`config.mk`:
```
export PLATFORM = sky130hd
export DESIGN_NAME = startFaultSupervisor
export DESIGN_NICKNAME = d
export VERILOG_FILES = /design/src/rtl/startFaultPkg.sv /design/src/rtl/consecFilter.sv /design/src/rtl/startFaultDatapath.sv /design/src/rtl/startFaultCtrl.sv /design/src/rtl/startFaultSupervisor.sv
export SDC_FILE = /design/constraint.sdc
export NUM_CORES = 1
export LEC_CHECK = 0
export ABC_AREA = 1
export ABC_CLOCK_PERIOD_IN_PS = 2300
export CAP_MARGIN = 0
export CORE_UTILIZATION = 26
export CTS_BUF_LIST = sky130_fd_sc_hd__clkbuf_16
export DETAILED_ROUTE_END_ITERATION = 8
export GPL_TIMING_DRIVEN = 0
export PLACE_DENSITY = 0.4
export SLEW_MARGIN = 0
export SYNTH_ARGS = -nofsm -noshare
export SYNTH_HDL_FRONTEND = slang
export SYNTH_SLANG_ARGS = --single-unit
```
`constraint.sdc`:
```
create_clock -name clk -period 2.3 [get_ports clk]
set_clock_uncertainty 0.2 [all_clocks]
set_input_delay 0.345 -clock clk [delete_from_list [all_inputs] [get_ports clk]]
set_output_delay 0.345 -clock clk [all_outputs]
set_load 0.05 [all_outputs]
```
`src/rtl/startFaultPkg.sv`:
```
package startFaultPkg;

  typedef enum logic [1:0] {
    S_IDLE  = 2'd0,
    S_RAMP  = 2'd1,
    S_RUN   = 2'd2,
    S_FAULT = 2'd3
  } supStateT;

  // strobes from control to datapath
  typedef struct packed {
    logic clearAll;     // hold code and filters at zero
    logic rampAdvance;  // step the soft-start code this clock
    logic ocArm;        // current-limit filter counts
    logic voltArm;      // voltage and window filters count
  } dpCtrlT;

  // status from datapath to control
  typedef struct packed {
    logic codeAtEnd;
    logic codeAtSync;
    logic uvHeld;
    logic ovHeld;
    logic ocHeld;
    logic pgLost;
  } dpStatT;

endpackage

```
`src/rtl/consecFilter.sv`:
```
module consecFilter #(
  parameter int LEN = 16
) (
  input  logic clk,
  input  logic rstN,
  input  logic clr,
  input  logic stb,
  input  logic cond,
  output logic held
);
  localparam int CW = $clog2(LEN + 1);
  localparam logic [CW-1:0] FULL = CW'(LEN);

  logic [CW-1:0] cnt;

  always_ff @(posedge clk or negedge rstN) begin
    if (!rstN) begin
      cnt <= '0;
    end else if (clr) begin
      cnt <= '0;
    end else if (stb) begin
      if (!cond) begin
        cnt <= '0;
      end else if (cnt != FULL) begin
        cnt <= cnt + 1'b1;
      end
    end
  end

  assign held = (cnt == FULL);

  assert_cnt_range_R8: assert property (@(posedge clk) disable iff (!rstN)
    cnt <= FULL);

  assert_held_source_R8: assert property (@(posedge clk) disable iff (!rstN)
    $rose(held) |-> $past(stb && cond && !clr));

endmodule

```
`src/rtl/startFaultDatapath.sv`:
```
module startFaultDatapath
  import startFaultPkg::*;
#(
  parameter int CODE_W    = 10,
  parameter int END_CODE  = 1000,
  parameter int SYNC_CODE = 760,
  parameter int UV_LEN    = 16,
  parameter int OV_LEN    = 2,
  parameter int OC_LEN    = 16,
  parameter int PG_LEN    = 2
) (
  input  logic              clk,
  input  logic              rstN,
  input  logic              cycleStb,
  input  logic              uvFlag,
  input  logic              ovFlag,
  input  logic              ocFlag,
  input  logic              pgOutFlag,
  input  dpCtrlT            ctl,
  output dpStatT            stat,
  output logic [CODE_W-1:0] ssCode
);
  localparam logic [CODE_W-1:0] CODE_END  = CODE_W'(END_CODE);
  localparam logic [CODE_W-1:0] CODE_SYNC = CODE_W'(SYNC_CODE);
  localparam int NFILT = 4;
  localparam int LENS [NFILT] = '{UV_LEN, OV_LEN, OC_LEN, PG_LEN};

  logic [NFILT-1:0] condVec;
  logic [NFILT-1:0] clrVec;
  logic [NFILT-1:0] heldVec;

  // soft-start code
  always_ff @(posedge clk or negedge rstN) begin
    if (!rstN) begin
      ssCode <= '0;
    end else if (ctl.clearAll) begin
      ssCode <= '0;
    end else if (ctl.rampAdvance && (ssCode < CODE_END)) begin
      ssCode <= ssCode + 1'b1;
    end
  end

  // filter wiring: 0 uv, 1 ov, 2 oc, 3 power-good window
  assign condVec = {pgOutFlag, ocFlag, ovFlag, uvFlag};
  assign clrVec  = {!ctl.voltArm, !ctl.ocArm, !ctl.voltArm, !ctl.voltArm};

  for (genvar g = 0; g < NFILT; g++) begin : gFilt
    consecFilter #(.LEN(LENS[g])) uFilt (
      .clk  (clk),
      .rstN (rstN),
      .clr  (clrVec[g]),
      .stb  (cycleStb),
      .cond (condVec[g]),
      .held (heldVec[g])
    );
  end

  always_comb begin
    stat.codeAtEnd  = (ssCode == CODE_END);
    stat.codeAtSync = (ssCode >= CODE_SYNC);
    stat.uvHeld     = heldVec[0];
    stat.ovHeld     = heldVec[1];
    stat.ocHeld     = heldVec[2];
    stat.pgLost     = heldVec[3];
  end

  assert_code_step_R3: assert property (@(posedge clk) disable iff (!rstN)
    (ctl.rampAdvance && !ctl.clearAll && (ssCode < CODE_END)) |=>
      (ssCode == $past(ssCode) + 1'b1));

  assert_code_cap_R3: assert property (@(posedge clk) disable iff (!rstN)
    ssCode <= CODE_END);

endmodule

```
`src/rtl/startFaultCtrl.sv`:
```
module startFaultCtrl
  import startFaultPkg::*;
(
  input  logic   clk,
  input  logic   rstN,
  input  logic   cycleStb,
  input  logic   uvloOk,
  input  logic   enLevel,
  input  logic   fbShort,
  input  logic   hsShort,
  input  logic   otHot,
  input  dpStatT stat,
  output dpCtrlT ctl,
  output logic   pwmEn,
  output logic   syncRectEn,
  output logic   powerGood,
  output logic   faultLatched,
  output logic   enDischarge
);
  supStateT state, nxt;

  logic liveTrip, runTrip;
  assign liveTrip = hsShort || otHot || stat.ocHeld;
  assign runTrip  = liveTrip || stat.uvHeld || stat.ovHeld;

  always_comb begin
    nxt = state;
    if (!uvloOk) begin
      nxt = S_IDLE;
    end else begin
      case (state)
        S_IDLE:  if (enLevel && !fbShort && !otHot) nxt = S_RAMP;
        S_RAMP: begin
          if (!enLevel)            nxt = S_IDLE;
          else if (liveTrip)       nxt = S_FAULT;
          else if (stat.codeAtEnd) nxt = S_RUN;
        end
        S_RUN: begin
          if (!enLevel)     nxt = S_IDLE;
          else if (runTrip) nxt = S_FAULT;
        end
        S_FAULT: if (!enLevel) nxt = S_IDLE;
        default: nxt = S_IDLE;
      endcase
    end
  end

  always_ff @(posedge clk or negedge rstN) begin
    if (!rstN) state <= S_IDLE;
    else       state <= nxt;
  end

  always_comb begin
    ctl.clearAll    = (state == S_IDLE) || (state == S_FAULT);
    ctl.rampAdvance = (state == S_RAMP) && cycleStb;
    ctl.ocArm       = (state == S_RAMP) || (state == S_RUN);
    ctl.voltArm     = (state == S_RUN);
  end

  assign pwmEn        = (state == S_RAMP) || (state == S_RUN);
  assign syncRectEn   = ((state == S_RAMP) && stat.codeAtSync) || (state == S_RUN);
  assign powerGood    = (state == S_RUN) && !stat.pgLost;
  assign faultLatched = (state == S_FAULT);
  assign enDischarge  = (state == S_FAULT);

  assert_fault_hold_R12: assert property (@(posedge clk) disable iff (!rstN)
    (faultLatched && enLevel && uvloOk) |=> faultLatched);

  assert_en_low_idle_R13: assert property (@(posedge clk) disable iff (!rstN)
    (!enLevel || !uvloOk) |=> (!pwmEn && !faultLatched));

  assert_uv_masked_R5: assert property (@(posedge clk) disable iff (!rstN)
    $rose(stat.uvHeld) |-> ($past(state) == S_RUN));

  assert_ov_masked_R5: assert property (@(posedge clk) disable iff (!rstN)
    $rose(stat.ovHeld) |-> ($past(state) == S_RUN));

  assert_pg_late_R11: assert property (@(posedge clk) disable iff (!rstN)
    powerGood |-> stat.codeAtEnd);

  assert_hs_short_R9: assert property (@(posedge clk) disable iff (!rstN)
    (pwmEn && hsShort && enLevel && uvloOk) |=> faultLatched);

endmodule

```
`src/rtl/startFaultSupervisor.sv`:
```
module startFaultSupervisor
  import startFaultPkg::*;
#(
  parameter int CODE_W   = 10,
  parameter int REG_CODE = 800,
  parameter int END_CODE = 1000,
  parameter int UV_LEN   = 16,
  parameter int OV_LEN   = 2,
  parameter int OC_LEN   = 16,
  parameter int PG_LEN   = 2
) (
  input  logic              clk,
  input  logic              rstN,
  input  logic              cycleStb,
  input  logic              uvloOk,
  input  logic              enLevel,
  input  logic              fbShort,
  input  logic              uvFlag,
  input  logic              ovFlag,
  input  logic              ocFlag,
  input  logic              pgOutFlag,
  input  logic              hsShort,
  input  logic              otHot,
  output logic [CODE_W-1:0] ssCode,
  output logic              pwmEn,
  output logic              syncRectEn,
  output logic              powerGood,
  output logic              faultLatched,
  output logic              enDischarge
);
  localparam int SYNC_CODE = (REG_CODE * 95) / 100;

  dpCtrlT ctl;
  dpStatT stat;

  startFaultCtrl uCtrl (
    .clk          (clk),
    .rstN         (rstN),
    .cycleStb     (cycleStb),
    .uvloOk       (uvloOk),
    .enLevel      (enLevel),
    .fbShort      (fbShort),
    .hsShort      (hsShort),
    .otHot        (otHot),
    .stat         (stat),
    .ctl          (ctl),
    .pwmEn        (pwmEn),
    .syncRectEn   (syncRectEn),
    .powerGood    (powerGood),
    .faultLatched (faultLatched),
    .enDischarge  (enDischarge)
  );

  startFaultDatapath #(
    .CODE_W    (CODE_W),
    .END_CODE  (END_CODE),
    .SYNC_CODE (SYNC_CODE),
    .UV_LEN    (UV_LEN),
    .OV_LEN    (OV_LEN),
    .OC_LEN    (OC_LEN),
    .PG_LEN    (PG_LEN)
  ) uDp (
    .clk       (clk),
    .rstN      (rstN),
    .cycleStb  (cycleStb),
    .uvFlag    (uvFlag),
    .ovFlag    (ovFlag),
    .ocFlag    (ocFlag),
    .pgOutFlag (pgOutFlag),
    .ctl       (ctl),
    .stat      (stat),
    .ssCode    (ssCode)
  );

endmodule

```
==> metrics.csv, run 1 <==
metric,value,unit
Area Growth Syn to Fin,24.47,%
CTS Sinks,26,
worst-path fanout max,7,
Max VDD drop,268.6,uV
CORE AREA,6459,um2
Synth warnings,0,
Synth Area per Inst,7.465,um2
I/O pin count,27,
post-synthesis adder-cell area fraction,0.09194,
Ant. Diodes,0,
hpwl dp,3218,um
Yosys reg bits,26,
syn_nets,262,
mapped cell area,1769,um2
gpl congestion,0.7651,
post-synthesis compound-gate area fraction,0.1245,
Leakage,1.030,nW
crit path cell chain,clkdlybuf4s50_1,
CTS root buf,clkbuf_16,
HP Class,reg2reg,
Worst Tran Pin Value,650.4,ps
worst r2r path cells,5,
Final #Nets,294,
Die Width,84.49,um
max-slew violation count,0,
post-synthesis xor/xnor area fraction,0.01485,
FF-to-FF End,uDp.gFilt[2].uFilt.cnt[4],
final hold vios,0,
vias after detailed routing,1544,
critical path launch point type,flip-flop,
Rel. slew slack,0.5664,
Gate Count Post-Synth,237,
CTS tree,done,
initial antenna violation count,0,
Finish-stage setup viols,0,
total power,1.469,mW
Initial Utilization,0.2739,
fmax,457.4,MHz
CP max stage cell,clkdlybuf4s50_1,
Port-buffer cells,26,
CP Data Arrival Time,1640,ps
gr usage total,0.1325,
DRT iter0 DRCs,28,
Max-Cap Viols,0,
Min-Delay Startpoint,uDp.gFilt[1].uFilt.cnt[1],
Die Ht,84.49,um
Final period util,0.9506,
fin crit period,2186,ps
Post-DRT Antenna Nets,0,
outcome,"complete, but fails checks",
number of buffers created by CTS,3,
hold endpoint,uDp.gFilt[1].uFilt.cnt[1],
Clock transition at path regs,70,ps
Worst path top cell family by delay,buffers and inverters,
post-route setup TNS,0,ps
failing checks,design-rule violations,
routed len/inst,12.48,um
die area,7139,um2
multiplexer share of the synthesized area,0,
global-route wire length before repair,7527,um
largest family of logic cells by synthesized area,simple AND/OR/NAND/NOR gates,
H-tree Lvls,1,
# DRC,3,
via-per-instance ratio,4.475,
Worst Hold Depth,2,
Routed WL,4304,um
pwr dens,667.3,nW/um2
largest net degree at the start of global routing,27,
Synth Area in Simple Gates,0.2963,
layout cells sized above 1,0.1269,
Critical Path RT,1750,ps
crit path buf inv count,1,
row cnt,29,
clock tree buffer depth,2,
CP peak stage delay,860,ps
# fillers,702,
reg-to-reg setup timing slack,410,ps
crit end category,output pin,
critical path type,reg2out,
Worst-Skew Late Latency,260,ps
"Seq/Total Area, Yosys",0.3678,
GRT overflow,0,
DRT Pass-1 Iters,6,
Reg-to-Reg Start,uCtrl.state[0],
vias in the first global route,1538,
RSZ-0062 raised after global routing,false,
post-synth cell types,32,
[layout make-up]
cell class,instances,area [um2],share of cell area
multi-input combinational,165,939.7,0.4267
buffer,4,27.53,0.01250
tap,77,96.34,0.04375
clock inverter,1,3.754,0.001705
clock buffer,3,75.07,0.03409
sequential,26,650.6,0.2955
timing repair buffer,27,251.5,0.1142
inverter,42,157.7,0.07159
[metrics by stage]
stage,std cells,instance area [um2],setup WS [ps],hold WS (ps),util
after detailed placement,340,2130,-156.7,288.4,0.3297
after floorplan,237,1773,175.1,-150.6,-
final,345,2202,113.5,304.8,0.3410
after CTS,344,2202,5.812,312.0,0.3410
after global routing,345,2202,37.05,318.7,0.3410
after global placement,340,2130,-178.2,273.6,0.3297
[flip-flops by register name (all words and copies together), names as in the netlist]
signal,cells
uCtrl.state,2
uDp.gFilt.uFilt.cnt,14
uDp.ssCode,10
[per-layer routing]
metal | part of all wire | GRT usage | vias to the layer above
met2 | 0.44 | 0.2055 | 21
li1 | - | - | 831
met4 | 0.014 | 0.04622 | 0
met3 | 0.032 | 0.02065 | 5
met1 | 0.52 | 0.1872 | 687
met5 | 0 | 0 | -
[cells in the mapped netlist (all sizes together)]
| cell type | number | area share |
|---|---|---|
| a21oi | 11 | 0.042 |
| dfrtp | 26 | 0.37 |
| xor2 | 3 | 0.015 |
| o21a | 1 | 0.0042 |
| nand4 | 12 | 0.042 |
| clkinv | 2 | 0.0042 |
| nor2 | 24 | 0.055 |
| o31ai | 2 | 0.0085 |
| nand2 | 52 | 0.11 |
| or2 | 2 | 0.0085 |
| nand3b | 2 | 0.0085 |
| a31oi | 2 | 0.0071 |
| ha | 13 | 0.092 |
| nand3 | 15 | 0.045 |
| nor3 | 5 | 0.020 |
| buf | 3 | 0.013 |
| o21ai | 20 | 0.063 |
| or3b | 1 | 0.0050 |
| clkbuf | 1 | 0.0021 |
| inv | 40 | 0.085 |
[logic make-up after synthesis]
group,count (synthesis)
adders and majority gates,13
buffers and inverters,46
AOI/OAI and AO/OA,36
xor gates and xnor gates,3
DFF,26
and+or+nand+nor,113
[repair_timing]
item                                    CTS  global route
gates cloned                              0             0
setup buffers                             0             0
gates resized for setup                  10             6
hold buffers                              0             1
endpoints found under the setup margin    4             4
hold endpoints to repair                  0            26
[power by group]
group | total (mW) | leakage (nW) | internal, mW | switching (mW)
combinational | 0.545 | 0.631 | 0.166 | 0.379
clock | 0.403 | 0.0385 | 0.233 | 0.170
sequential | 0.521 | 0.361 | 0.487 | 0.0339
[cells in the final DEF (no fill, tap or decap), types with 2 or more instances in the layout]
master            n
a31oi_1           2
xor2_1            3
nor2_1           20
nand2_1          51
nor3_2            2
dfrtp_1          26
inv_1            32
clkinv_1          3
a21oi_2           2
nand3b_1          2
clkdlybuf4s50_1  20
o21ai_2           4
buf_2             4
clkbuf_16         3
nand3_1          14
a21oi_1           8
nor2_2            4
nor3_1            3
o31ai_1           2
nand4_1          12
ha_1             13
inv_2             8
o21ai_0           4
o21ai_1          12
[how the worst max path moves through the flow]
stage	end	start	cells after the start
after floorplan	syncRectEn	uDp.ssCode[5]	4
after global placement	syncRectEn	uDp.ssCode[5]	5
after detailed placement	syncRectEn	uDp.ssCode[5]	5
after CTS	powerGood	uCtrl.state[0]	6
after global routing	syncRectEn	uDp.ssCode[5]	5
final	ssCode[0]	uDp.ssCode[0]	1
Note: power is estimated with default switching activity, not from simulation.
==> run 2: changes to the inputs <==
--- a/config.mk
+++ b/config.mk
@@ -6,7 +6,7 @@
 export NUM_CORES = 1
 export LEC_CHECK = 0
 export ABC_AREA = 1
-export ABC_CLOCK_PERIOD_IN_PS = 2300
+export ABC_CLOCK_PERIOD_IN_PS = 2800
 export CAP_MARGIN = 0
 export CORE_UTILIZATION = 26
 export CTS_BUF_LIST = sky130_fd_sc_hd__clkbuf_16
==> constraint.sdc (replaced) <==
create_clock -name clk -period 2.8 [get_ports clk]
set_clock_uncertainty 0.2 [all_clocks]
set_input_delay 0.42 -clock clk [delete_from_list [all_inputs] [get_ports clk]]
set_output_delay 0.42 -clock clk [all_outputs]
set_load 0.05 [all_outputs]
==> run 2 against run 1 <==
  * The run ends with design-rule violations, negative hold slack left
  * Critical path type unchanged
  * Wire length grew 1.6%
  * Sequential power shrank 18%
  * Largest power group unchanged
  * Global-route usage shrank 0.064 points
  * Combinational power shrank 17%
  * Critical path depth grew 2
  * Utilization shrank 0.078 points
==> metrics.csv, run 2 (synthesized netlist as in run 1, its figures left out) <==
metric,value,unit,change
Initial Utilization,0.2739,,unchanged
biggest regs,"uDp.gFilt.uFilt.cnt: 14 flops, uDp.ssCode: 10 flops, uCtrl.state: 2 flops",,unchanged
post-route setup TNS,0,ps,unchanged
number of buffers created by CTS,3,,unchanged
CTS root buf,clkbuf_16,,unchanged
largest net degree at the start of global routing,27,,unchanged
RSZ-0062 raised after global routing,false,,unchanged
critical path launch point type,flip-flop,,unchanged
global route hottest layer,met2,,unchanged
routed len/inst,12.74,um,was 12.48 um
vias in the first global route,1548,,"was 1,538"
critical path type,reg2out,,unchanged
crit end category,output pin,,unchanged
Max-Cap Viols,0,,unchanged
Finish-stage setup viols,0,,unchanged
"most common cell after layout, fill and taps aside",nand2_1,,unchanged
CTS tree,done,,unchanged
fin cells,343,,was 345
H-tree Lvls,1,,unchanged
Worst Tran Pin Value,657.0,ps,was 650.4 ps
met2 Usage GRT,0.2136,,was 0.2055
Clock transition at path regs,70,ps,about the same
gr usage total,0.1319,,was 0.1325
Post-DRT Antenna Nets,0,,unchanged
failing checks,"design-rule violations, negative hold slack",,was design-rule violations
DRT Pass-1 Iters,6,,unchanged
max-slew violation count,0,,unchanged
I/O pin count,27,,unchanged
Port-buffer cells,26,,unchanged
GRT overflow,0,,unchanged
# fillers,703,,was 702
Rel. slew slack,0.5620,,was 0.5664
most frequent cells in the layout,"51 x nand2_1, 32 x inv_1, 26 x dfrtp_1",,unchanged
# DRC,2,,was 3
Ant. Diodes,0,,unchanged
gpl congestion,0.7564,,was 0.7651
global-route wire length before repair,7472,um,was 7527 um
final worst setup slack,220.9,ps,was 113.5 ps
vias after detailed routing,1551,,"was 1,544"
Routed WL,4371,um,was 4304 um
CORE AREA,6459,um2,unchanged
HP Class,in2async,,was reg2reg
Final #Nets,293,,was 294
Biggest register,uDp.gFilt.uFilt.cnt,,unchanged
Leakage,1.018,nW,was 1.030 nW
fmax,387.7,MHz,
outcome,"complete, but fails checks",,unchanged
"Design Area, Final",2197,um2,was 2202 um2
CTS Sinks,26,,unchanged
worst hold slack,-23.54,ps,was 304.8 ps
initial antenna violation count,0,,unchanged
placed cell area,2121,um2,was 2130 um2
die area,7139,um2,unchanged
DRT iter0 DRCs,53,,was 28
final hold vios,26,,was 0
Area Growth Syn to Fin,24.19,%,was 24.47%
Die Ht,84.49,um,unchanged
Die Width,84.49,um,unchanged
hpwl dp,3241,um,was 3218 um
fin crit period,2579,ps,
CP Data Arrival Time,1960,ps,was 1640 ps
Placed Cells,340,,unchanged
via-per-instance ratio,4.522,,was 4.475
max reg flops,14,,unchanged
row cnt,29,,unchanged
total power,1.209,mW,was 1.469 mW
Max VDD drop,245.9,uV,was 268.6 uV
Final period util,0.9211,,
Worst-Skew Late Latency,270,ps,was 260 ps
pwr dens,550.4,nW/um2,was 667.3 nW/um2
worst-path fanout max,4,,was 7
final core utilization,0.3402,,was 0.3410
M1 GR Usage,0.1785,,was 0.1872
clock tree buffer depth,2,,unchanged
dpl ws,275.7,ps,was -156.7 ps
Critical Path RT,2180,ps,was 1750 ps
layout cells sized above 1,0.1090,,was 0.1269
met3 Track Usage GR,0.02950,,was 0.02065
run 2: area by class of cell:
| class | instances | area (um2) | share of cell area |
|---|---|---|---|
| tap | 77 | 96.34 | 0.04385 |
| multi-input combinational | 165 | 933.4 | 0.4248 |
| buffer | 4 | 27.53 | 0.01253 |
| sequential | 26 | 650.6 | 0.2961 |
| timing repair buffer | 26 | 256.5 | 0.1167 |
| clock buffer | 3 | 75.07 | 0.03417 |
| inverter | 42 | 157.7 | 0.07175 |
run 2: power breakdown:
part / total [mW] / internal (mW) / switching, mW
logic: 0.453 / 0.146 / 0.307
registers: 0.426 / 0.400 / 0.0261
clock network: 0.330 / 0.190 / 0.140
run 2: final timing paths:
path	to	from	depth (start not counted)	slack, ps
max in group asynchronous	uDp.gFilt[0].uFilt.cnt[4]	rstN	1	1990
worst max register to register	uDp.gFilt[2].uFilt.cnt[4]	uCtrl.state[0]	5	910
worst max-delay path	pwmEn	uCtrl.state[0]	3	220
worst min-delay path	uDp.gFilt[1].uFilt.cnt[0]	rstN	1	-20
worst min register to register	uDp.gFilt[1].uFilt.cnt[1]	uDp.gFilt[1].uFilt.cnt[1]	2	290
min in group clk	uDp.gFilt[1].uFilt.cnt[1]	uDp.gFilt[1].uFilt.cnt[1]	2	290
run 2: critical path, stage by stage, from the launching register on:
cell	delay [ps]
dfrtp_1	400
inv_1	100
ha_1	370
clkdlybuf4s50_1	830
run 2: repair_timing:
item / CTS / global route
gates resized for setup: 1 / 1
endpoints found under the setup margin: 1 / 1
pin swaps: 0 / 0
setup buffers: 0 / 0
hold buffers: 0 / 0
cloned: 0 / 0
run 2: per-layer routing:
metal | part of all wire | routed length, um
met1 | 0.51 | 2244
met2 | 0.44 | 1934
met3 | 0.034 | 148
met4 | 0.010 | 44
met5 | 0 | 0
